File: src/rtl/adc_seq_pkg.sv
package adc_seq_pkg;

  typedef enum logic [2:0] {
    ST_HOLD    = 3'd0,
    ST_RUN     = 3'd1,
    ST_STBY    = 3'd2,
    ST_CAL_OFS = 3'd3,
    ST_CAL_GP  = 3'd4,
    ST_CAL_GN  = 3'd5
  } seq_state_e;

  typedef enum logic [1:0] {
    PATH_INPUT   = 2'd0,
    PATH_SHORT   = 2'd1,
    PATH_REF_POS = 2'd2,
    PATH_REF_NEG = 2'd3
  } path_sel_e;

  function automatic int max2(input int a, input int b);
    return (a > b) ? a : b;
  endfunction

endpackage

File: src/rtl/adc_seq_edge.sv
module adc_seq_edge #(
  parameter int N = 2
) (
  input  logic         clk,
  input  logic         rst_n,
  input  logic [N-1:0] din,
  output logic [N-1:0] rise
);

  for (genvar i = 0; i < N; i++) begin : g_bit
    logic stage1_q, stage2_q;
    always_ff @(posedge clk or negedge rst_n) begin
      if (!rst_n) begin
        stage1_q <= 1'b0;
        stage2_q <= 1'b0;
      end else begin
        stage1_q <= din[i];
        stage2_q <= stage1_q;
      end
    end
    assign rise[i] = stage1_q & ~stage2_q;
  end

endmodule

File: src/rtl/adc_seq_timer.sv
module adc_seq_timer #(
  parameter int W = 12
) (
  input  logic         clk,
  input  logic         rst_n,
  input  logic         clear,
  output logic [W-1:0] count
);

  always_ff @(posedge clk or negedge rst_n) begin
    if (!rst_n)     count <= '0;
    else if (clear) count <= '0;
    else            count <= count + 1'b1;
  end

endmodule

File: src/rtl/adc_seq_core.sv
module adc_seq_core
  import adc_seq_pkg::*;
#(
  parameter int WORD_DIV   = 32,
  parameter int SETTLE     = 2080,
  parameter int CAL_SETTLE = 2048,
  parameter int AVG_N      = 8
) (
  input  logic       clk,
  input  logic       rst_n,
  input  logic       standby,
  input  logic       sync_rise,
  input  logic       cal_rise,
  input  logic       bipolar,
  output logic [1:0] path_sel,
  output logic       filt_rst,
  output logic       ofs_load,
  output logic       gpos_load,
  output logic       gneg_load,
  output logic       word_pulse,
  output logic       run_en
);

  localparam int PHASE_LEN = CAL_SETTLE + AVG_N * WORD_DIV;
  localparam int CNT_MAX   = max2(max2(PHASE_LEN, SETTLE), WORD_DIV);
  localparam int CW        = $clog2(CNT_MAX + 1);

  seq_state_e state_q, state_d;
  path_sel_e  path_q, path_d;
  logic       bip_q, bip_d;
  logic       frst_d, ofs_d, gp_d, gn_d, word_d;
  logic       clr;
  logic [CW-1:0] cnt;

  adc_seq_timer #(.W(CW)) u_timer (
    .clk   (clk),
    .rst_n (rst_n),
    .clear (clr),
    .count (cnt)
  );

  wire hold_end  = (cnt == CW'(SETTLE - 1));
  wire word_end  = (cnt == CW'(WORD_DIV - 1));
  wire phase_end = (cnt == CW'(PHASE_LEN - 1));
  wire can_cal   = (state_q == ST_HOLD) || (state_q == ST_RUN);

  always_comb begin
    state_d = state_q;
    path_d  = path_q;
    bip_d   = bip_q;
    clr     = 1'b0;
    frst_d  = 1'b0;
    ofs_d   = 1'b0;
    gp_d    = 1'b0;
    gn_d    = 1'b0;
    word_d  = 1'b0;
    if (standby) begin
      // standby overrides everything and drops any request
      if (state_q != ST_STBY) begin
        state_d = ST_STBY;
        path_d  = PATH_INPUT;
      end
    end else if (state_q == ST_STBY) begin
      state_d = ST_HOLD;
      clr     = 1'b1;
      frst_d  = 1'b1;
    end else if (sync_rise) begin
      state_d = ST_HOLD;
      path_d  = PATH_INPUT;
      clr     = 1'b1;
      frst_d  = 1'b1;
    end else if (cal_rise && can_cal) begin
      state_d = ST_CAL_OFS;
      path_d  = PATH_SHORT;
      bip_d   = bipolar;
      clr     = 1'b1;
    end else begin
      unique case (state_q)
        ST_HOLD: if (hold_end) begin
          state_d = ST_RUN;
          clr     = 1'b1;
          word_d  = 1'b1;
        end
        ST_RUN: if (word_end) begin
          clr    = 1'b1;
          word_d = 1'b1;
        end
        ST_CAL_OFS: if (phase_end) begin
          state_d = ST_CAL_GP;
          path_d  = PATH_REF_POS;
          ofs_d   = 1'b1;
          clr     = 1'b1;
        end
        ST_CAL_GP: if (phase_end) begin
          gp_d = 1'b1;
          clr  = 1'b1;
          if (bip_q) begin
            state_d = ST_CAL_GN;
            path_d  = PATH_REF_NEG;
          end else begin
            state_d = ST_HOLD;
            path_d  = PATH_INPUT;
          end
        end
        ST_CAL_GN: if (phase_end) begin
          state_d = ST_HOLD;
          path_d  = PATH_INPUT;
          gn_d    = 1'b1;
          clr     = 1'b1;
        end
        default: state_d = ST_HOLD;
      endcase
    end
  end

  always_ff @(posedge clk or negedge rst_n) begin
    if (!rst_n) begin
      state_q    <= ST_HOLD;
      path_q     <= PATH_INPUT;
      bip_q      <= 1'b0;
      filt_rst   <= 1'b0;
      ofs_load   <= 1'b0;
      gpos_load  <= 1'b0;
      gneg_load  <= 1'b0;
      word_pulse <= 1'b0;
    end else begin
      state_q    <= state_d;
      path_q     <= path_d;
      bip_q      <= bip_d;
      filt_rst   <= frst_d;
      ofs_load   <= ofs_d;
      gpos_load  <= gp_d;
      gneg_load  <= gn_d;
      word_pulse <= word_d;
    end
  end

  assign path_sel = path_q;
  assign run_en   = (state_q != ST_STBY);

endmodule

File: src/rtl/adc_seq_ctrl.sv
module adc_seq_ctrl #(
  parameter int WORD_DIV   = 32,
  parameter int SETTLE     = 2080,
  parameter int CAL_SETTLE = 2048,
  parameter int AVG_N      = 8
) (
  input  logic       clk,
  input  logic       rst_n,
  input  logic       standby_req,
  input  logic       sync_in,
  input  logic       cal_start,
  input  logic       bipolar,
  input  logic       par_mode,
  output logic       drdy,
  output logic       filt_rst,
  output logic [1:0] mux_sel,
  output logic       ofs_load,
  output logic       gpos_load,
  output logic       gneg_load,
  output logic       clk_en
);

  localparam int NREQ = 2;

  logic [NREQ-1:0] req_rise;
  logic            word_pulse;

  adc_seq_edge #(.N(NREQ)) u_edge (
    .clk   (clk),
    .rst_n (rst_n),
    .din   ({cal_start, sync_in}),
    .rise  (req_rise)
  );

  adc_seq_core #(
    .WORD_DIV   (WORD_DIV),
    .SETTLE     (SETTLE),
    .CAL_SETTLE (CAL_SETTLE),
    .AVG_N      (AVG_N)
  ) u_core (
    .clk        (clk),
    .rst_n      (rst_n),
    .standby    (standby_req),
    .sync_rise  (req_rise[0]),
    .cal_rise   (req_rise[1]),
    .bipolar    (bipolar),
    .path_sel   (mux_sel),
    .filt_rst   (filt_rst),
    .ofs_load   (ofs_load),
    .gpos_load  (gpos_load),
    .gneg_load  (gneg_load),
    .word_pulse (word_pulse),
    .run_en     (clk_en)
  );

  // idle level follows the interface mode; a word pulse inverts it
  assign drdy = par_mode ^ word_pulse;

endmodule

File: config.mk
export PLATFORM = sky130hd
export DESIGN_NAME = adc_seq_ctrl
export DESIGN_NICKNAME = d
export VERILOG_FILES = /design/src/rtl/adc_seq_pkg.sv /design/src/rtl/adc_seq_edge.sv /design/src/rtl/adc_seq_timer.sv /design/src/rtl/adc_seq_core.sv /design/src/rtl/adc_seq_ctrl.sv
export SDC_FILE = /design/constraint.sdc
export NUM_CORES = 1
export LEC_CHECK = 0
export BUFFER_PORTS_ARGS = -buffer_cell sky130_fd_sc_hd__buf_4
export CAP_MARGIN = 15
export CORE_MARGIN = 1.5
export CORE_UTILIZATION = 45
export DETAILED_ROUTE_END_ITERATION = 6
export SYNTH_ARGS = -nofsm -noshare
export SYNTH_HDL_FRONTEND = slang
export SYNTH_SLANG_ARGS = --single-unit
File: constraint.sdc
create_clock -name clk -period 3.3 [get_ports clk]
set_input_delay 0.66 -clock clk [delete_from_list [all_inputs] [get_ports clk]]
set_output_delay 0.66 -clock clk [all_outputs]
set_load 0.05 [all_outputs]
==> results.md, run 1 <==
* Status: finished, final reports clean
* Max_slew headroom at between 60% and 70%
* Area Overhead vs Synth at 11.1%
* Avg Cell Area, Syn at around 11 um2
* Switch share at 27.9%
* Largest family of logic cells by synthesized area: simple AND/OR/NAND/NOR gates
* Rows at 19
* Reg-to-reg endpoint: u_core.u_timer.count[2]
* Final Cell Area at between 1000 and 1500 um2
* Unrepaired setup endpoints after global routing: false
* Share of power burned in registers at between 60 and 70%
* Synth cell types at 38
* Clock buffer depth at 2
* Die span in y at between 50 and 60 um
* Clk slew on worst S/H paths at about 0.15 ns
* Yosys reg bits at 27
* Post-synthesis xor/xnor area fraction at roughly 8%
* I/O pin count at 15
* First-pass GRT wire length at between 4 and 5 mm
* Cts hold-fix bufs at 0
* LEAKAGE at 0.000644 uW
* R2r setup slk at between 1 and 1.5 ns
* CP cell instances: nor3b_1 -> inv_1 -> buf_4
* Antenna violation net count after detailed routing at 0
* Syn Std Cell Area at ~1300 um2
* Count leader, synth: dfrtp_1
* CP Capture Type: primary output
* Antenna Cells at 0
* Clk root buf: clkbuf_4
* CP Launch Type: flip-flop
* Post-cts sizing count at 0
* Critical Path Slowest Stage Cell: dfrtp_1
* Share of Yosys cell area claimed by the top area cell type at ~50%
* Layout cells sized above 1 at approximately a fifth
* CTS Buf Count at 3
* Post-synth top cells: dfrtp_1 (27), nor2_1 (20), nand2_1 (9)
* Synth warn at 0
* Final net count at about 150
* WL per Instance at roughly 14 um
* Initial antenna violation count at 0
* Critical path's largest stage delay at 0.61 ns
* Cell Area, Placed at 1450 um2
* Simple-Gate Fraction of Synth Area at about a quarter
* GRT Total Usage at 16.2%
* Fin crit period at roughly 2.4 ns
* Number of port buffers at 14
* R2R depth at 5
* Die W at around 57 um
* Worst-Margin Slew at between 0.5 and 0.6 ns
* Post-route clock period utilization at between 70% and 80%
* Clk Latency, worst-skew pair at roughly 0.32 ns
* HP Class: primary input to async pin
* Sequential area share after synthesis at around half
* Final hold violation count at 0
* Critical path required time at between 2 and 3 ns
* Ys flop type: dfrtp_1
* RR Startpoint: u_core.u_timer.count[8]
* Post-CTS Setup Repair Bufs at 0
* CTS tree: done
* Fmax at 425 MHz
* Clock sink total at 27
* Post-route DRC violation count at 0
* Syn_nets at roughly 130
* Depth of the CTS H-tree at 1
* Area share of fa/ha/maj cells after synthesis at less than 1%
* Async SR Flop Fraction at between 90% and 100%
* Setup CP Type: flip-flop to primary output
* EDFF count, synth at 0
* Largest net degree at the start of global routing at 28
* Slew Limit Fails at 0
* Synth Area in Compound Gates at between 10% and 20%
* Initial DRT Pass Iterations at 4
* PwrDens at between 400 and 500 nW/um2
* Core ar. at approximately 2800 um2
* Global placer's final weighted congestion at ~0.83
* Vias in the first global route at about 900
* Worst VDD drop at 0.000278 V
* Clock power frac at 23.7%
* Die area at about 3300 um2
* Initial Utilization at 47.6%
* Comb pwr share at ~15%
* Multiplexer share of the synthesized area at less than 1%
* P_sw at 170 uW
* DR vias at 927
* TNS Setup at 0 ns
* CP arrival at roughly 1.7 ns
* Total gr overflow at 0
* Synth Instances at 125
* Top cell type by total area after synthesis: dfrtp_1
* Internal power at roughly 440 uW
* Routed WL at 2.34 mm
* Critical path fanouts, max at 11
* Clock Skew at around 0.0065 ns
* Initial DRC count at 23
* Hpwl dp at between 1.5 and 2 mm
* Setup-failing EPs final at 0
* Max-cap violations at 0
* Synth area leaders: dfrtp_1 (51%), nor2_1 (5.7%), xor2_1 (5.3%), xnor2_1 (2.6%), nand2_1 (2.5%)
* Vias per cell at ~5.5
-- cell usage in the layout, fill, tap and decap left out, drive strengths merged --
cell | synthesis | final
xor2 | 8 | 8
nand3b | 1 | 1
o21ai | 2 | 2
nand2b | 2 | 2
ha | 1 | 1
a21o | 2 | 2
nor3 | 4 | 4
a2111oi | 1 | 1
o211ai | 1 | 1
nor3b | 2 | 2
dfrtp | 27 | 27
inv | 1 | 1
nand2 | 9 | 9
nand4 | 1 | 1
mux2 | 1 | 1
and4 | 2 | 2
buf | 4 | 15
xnor2 | 4 | 4
clkbuf | 1 | 4
nor4b | 1 | 1
or3 | 2 | 2
a32o | 1 | 1
nor2b | 4 | 4
or2 | 1 | 1
nor2 | 20 | 20
nand3 | 6 | 6
a2bb2oi | 1 | 1
or4b | 1 | 1
a21oi | 5 | 5
nor4 | 5 | 5
o31ai | 1 | 1
and3b | 1 | 1
a31oi | 2 | 2
-- worst max-delay path by stage --
| stage | from | slack (ns) | endpoint | depth (start not counted) |
|---|---|---|---|---|
| floorplan | par_mode | 1.23 | drdy | 1 |
| global route | u_core.state_q[1] | 0.89 | clk_en | 3 |
| finish | u_core.state_q[1] | 0.95 | clk_en | 3 |
| global placement | u_core.u_timer.count[8] | 1.19 | u_core.u_timer.count[10] | 5 |
| CTS | u_core.state_q[1] | 0.98 | clk_en | 3 |
| detailed placement | u_core.u_timer.count[8] | 1.16 | u_core.u_timer.count[2] | 5 |
-- worst max-delay path: cells and delay by family (launching register included) --
family	cells	cell delay [ns]
flip-flops	1	0.61
AND/OR/NAND/NOR	1	0.41
buffers and inverters	2	0.35
-- logic make-up after synthesis --
group | Yosys count
simple gates | 62
flops | 27
compound gates | 16
xor+xnor | 12
buf+inv | 6
mux | 1
fa+ha+maj | 1
-- stage by stage --
step | cells | total power, uW | utilization, % | hold slack (ns) | worst slack (ns)
2_1_floorplan | 125 | 445 | - | 0.347 | 1.23
5_1_grt | 170 | 644 | 52.9 | 0.227 | 0.887
3_5_place_dp | 166 | 473 | 52.0 | 0.364 | 1.16
6_report | 170 | 610 | 52.9 | 0.215 | 0.949
4_1_cts | 170 | 616 | 52.9 | 0.225 | 0.976
3_3_place_gp | 166 | 472 | 52.0 | 0.355 | 1.19
-- final cells by class --
cell class / count / area, um2
multi-input combinational: 92 / 616
timing repair buffer: 15 / 113
fill: 252 / 1310
inverter: 1 / 3.75
sequential: 27 / 676
tap: 31 / 38.8
clock buffer: 4 / 26.3
-- flip-flops by register name, summed over array words and instances, names as in the netlist --
register,cells
u_core.u_timer.count,12
u_core.state_q,3
u_core.path_sel,2
u_edge.g_bit.stage1_q,2
u_edge.g_bit.stage2_q,2
u_core.bip_q,1
u_core.filt_rst,1
u_core.gneg_load,1
u_core.gpos_load,1
u_core.ofs_load,1
u_core.word_pulse,1
-- power groups by stage --
stage               combinational, uW  clock (uW)  sequential [uW]
floorplan                        67.0           0              378
global route                      105         160              378
finish                           91.6         145              374
detailed placement               92.1           0              381
CTS                              93.0         149              374
global placement                 91.2           0              380
-- layer usage --
layer,GRT usage [%],routed length [um],up-vias
met4,5.98,27,0
met1,23.8,1270,434
met5,0,0,-
li1,-,-,466
met2,24.8,959,23
met3,2.04,82,4
No activity file was read; power rests on OpenSTA's default activity.
==> inputs of run 2 (changes only) <==
--- a/config.mk
+++ b/config.mk
@@ -5,6 +5,7 @@
 export SDC_FILE = /design/constraint.sdc
 export NUM_CORES = 1
 export LEC_CHECK = 0
+export ABC_AREA = 1
 export BUFFER_PORTS_ARGS = -buffer_cell sky130_fd_sc_hd__buf_4
 export CAP_MARGIN = 15
 export CORE_MARGIN = 1.5
==> constraint.sdc (replaced) <==
create_clock -name clk -period 2.4 [get_ports clk]
set_input_delay 0.48 -clock clk [delete_from_list [all_inputs] [get_ports clk]]
set_output_delay 0.48 -clock clk [all_outputs]
set_load 0.05 [all_outputs]
==> results.md, run 2 <==
* Reg-to-reg endpoint: u_core.u_timer.count[11]
* Synth warn at 0
* Antenna violation net count after detailed routing at 0
* Die W at a little under 60 um
* Vias per cell at ~5
* R2r setup slk at ~0.64 ns
* Initial DRC count at 50
* Cell Area, Placed at 1540 um2
* Clk slew on worst S/H paths at roughly 0.15 ns
* CP Capture Type: primary output
* Overall power at between 1000 and 1500 uW
* TNS Setup at 0 ns
* Commonest cells after routing, fill and taps aside: nand2_1 (41), dfrtp_1 (27), nor2_1 (26)
* Fill cell count at between 200 and 300
* Initial DRT Pass Iterations at 4
* Area taken by multi-input logic gates at between 600 and 700 um2
* Top cell type by total area after synthesis: dfrtp_1
* Slew Limit Fails at 0
* EDFF count, synth at 0
* Synth cell types at 21
* FF+latch area at around 680 um2
* Synth area leaders: dfrtp_1 (48%), nand2_1 (11%), nor2_1 (7.0%), inv_1 (5.4%), nor2_2 (5.4%)
* Die span in y at 58.8 um
* Clock buffer depth at 2
* Share of Yosys cell area claimed by the top area cell type at between 40 and 50%
* Status: finished, final reports clean
* Synth Instances at between 150 and 200
* Clk Latency, worst-skew pair at roughly 0.33 ns
* Max_slew headroom at approximately three quarters
* Post-cts sizing count at 0
* Critical Path Slowest Stage Cell: dfrtp_1
* Area Overhead vs Synth at 11.5%
* CTS Buf Count at 3
* Final hold violation count at 0
* Registers with the most flip-flops: u_core.u_timer.count: 12 flops, u_core.state_q: 3 flops
* Async SR Flop Fraction at 100%
* Syn Std Cell Area at 1400 um2
* Most common cell after layout, fill and taps aside: nand2_1
* Syn_nets at 183
* Fmax at 563 MHz
* Ys flop type: dfrtp_1
* Routed WL at approximately 2.6 mm
* CP cell instances: inv_2 -> nand3_2 -> buf_4
* Critical path required time at roughly 1.9 ns
* Largest register FFs at 12
* Worst-Margin Slew at ~0.4 ns
* Clk root buf: clkbuf_4
* Number of port buffers at 14
* Post-synth top cells: nand2_1 (41), dfrtp_1 (27), nor2_1 (26)
* Sequential area share after synthesis at about half
* DR vias at 1116
* Global placer's final weighted congestion at roughly 0.81
* Vias in the first global route at 1047
* Core ar. at approximately 3000 um2
* Antenna Cells at 0
* WL per Instance at about 11 um
* Count leader, synth: nand2_1
* Initial Utilization at between 40% and 50%
* GRT Total Usage at ~18%
* Avg Cell Area, Syn at between 8 and 9 um2
* Final net count at ~200
* Fin cells at 225
* WHS at approximately 0.021 ns
* Initial antenna violation count at 0
* Layout cells sized above 1 at 18.8%
* Met2 Use GR at 25.9%
* # placed instances at about 220
* R2R depth at 8
* Met1 Track Usage GR at about a quarter
* HP Class: primary input to async pin
* Post-CTS Setup Repair Bufs at 0
* Worst VDD drop at a little under 0.0004 V
* LEAKAGE at 0.000786 uW
* Rows at 20
* I/O pin count at 15
* Yosys reg bits at 27
* Top reg by flops: u_core.u_timer.count
* Clock sink total at 27
* Top delay family on crit path: flip-flops
* RR Startpoint: u_core.u_timer.count[0]
* Clock Skew at ~0.0057 ns
* Critical path fanouts, max at 6
* Met3 layer usage reported by global route at around 2.9%
* Hpwl dp at roughly 1.9 mm
* CP Launch Type: flip-flop
* PwrDens at roughly 840 nW/um2
* Fin crit period at approximately 1.8 ns
* Die area at roughly 3500 um2
* First-pass GRT wire length at roughly 4.6 mm
* CP arrival at roughly 1.3 ns
* Final Cell Area at around 1600 um2
* Unrepaired setup endpoints after global routing: false
* Total gr overflow at 0
* Setup-failing EPs final at 0
* Post-route DRC violation count at 0
* Bufs and invs on worst path at 2
* Cts hold-fix bufs at 0
* Setup CP Type: flip-flop to primary output
* Depth of the CTS H-tree at 1
* Critical path's largest stage delay at between 0.4 and 0.5 ns
* Max-cap violations at 0
* GRT Max-Usage Layer: met2
* Largest net degree at the start of global routing at 28
* CTS tree: done
* Post-route clock period utilization at 74.0%
## run 2: changes by cell type after synthesis, moves of 6 or more
cell,before,now
nand2_1,9,41
nor2_2,0,12
inv_1,1,20
nand3_1,6,14
nor2_1,20,26
## run 2: where the power goes
group,switching [uW],internal (uW)
Clock,139,65.3
Sequential,67.0,525
Combinational,356,164
## run 2: kinds of logic after synthesis
family / synth area share [%]
buffers and inverters: 6.97
XOR/XNOR: 6.26
adder cells (fa/ha/maj): 0.894
AO/OA/AOI/OAI: 2.50
AND/OR/NAND/NOR: 35.1
flip-flops: 48.3
## run 2: cell type report
class	instances	share of cell area, %
flip-flops and latches	27	43.3
clock buffers	4	1.68
multi-input cells	124	40.1
repair buffers	14	6.73
inverters	23	5.53
well taps	33	2.64
## run 2: worst max path at each step
stage | start | to | cells after the start | slack (ns)
floorplan | par_mode | drdy | 1 | 0.69
global placement | u_core.u_timer.count[0] | u_core.u_timer.count[0] | 8 | 0.71
detailed placement | u_core.u_timer.count[0] | u_core.u_timer.count[0] | 8 | 0.62
CTS | u_core.u_timer.count[0] | u_core.u_timer.count[0] | 8 | 0.60
global route | u_core.u_timer.count[0] | u_core.u_timer.count[0] | 8 | 0.44
finish | u_core.state_q[0] | clk_en | 3 | 0.62
## run 2: per-layer routing
layer / share of wire (%) / vias to the layer above / wire, um
met2: 43 / 22 / 1110
met3: 2.9 / 4 / 74
met5: 0 / - / 0
met4: 2.4 / 0 / 60
li1: - / 580 / -
met1: 51 / 510 / 1310
## run 2: stage by stage
step | worst slack [ns] | util [%]
6_report | 0.623 | 52.0
5_1_grt | 0.438 | 52.0
4_1_cts | 0.596 | 52.0
3_5_place_dp | 0.616 | 51.1
3_3_place_gp | 0.707 | 51.1
2_1_floorplan | 0.691 | -
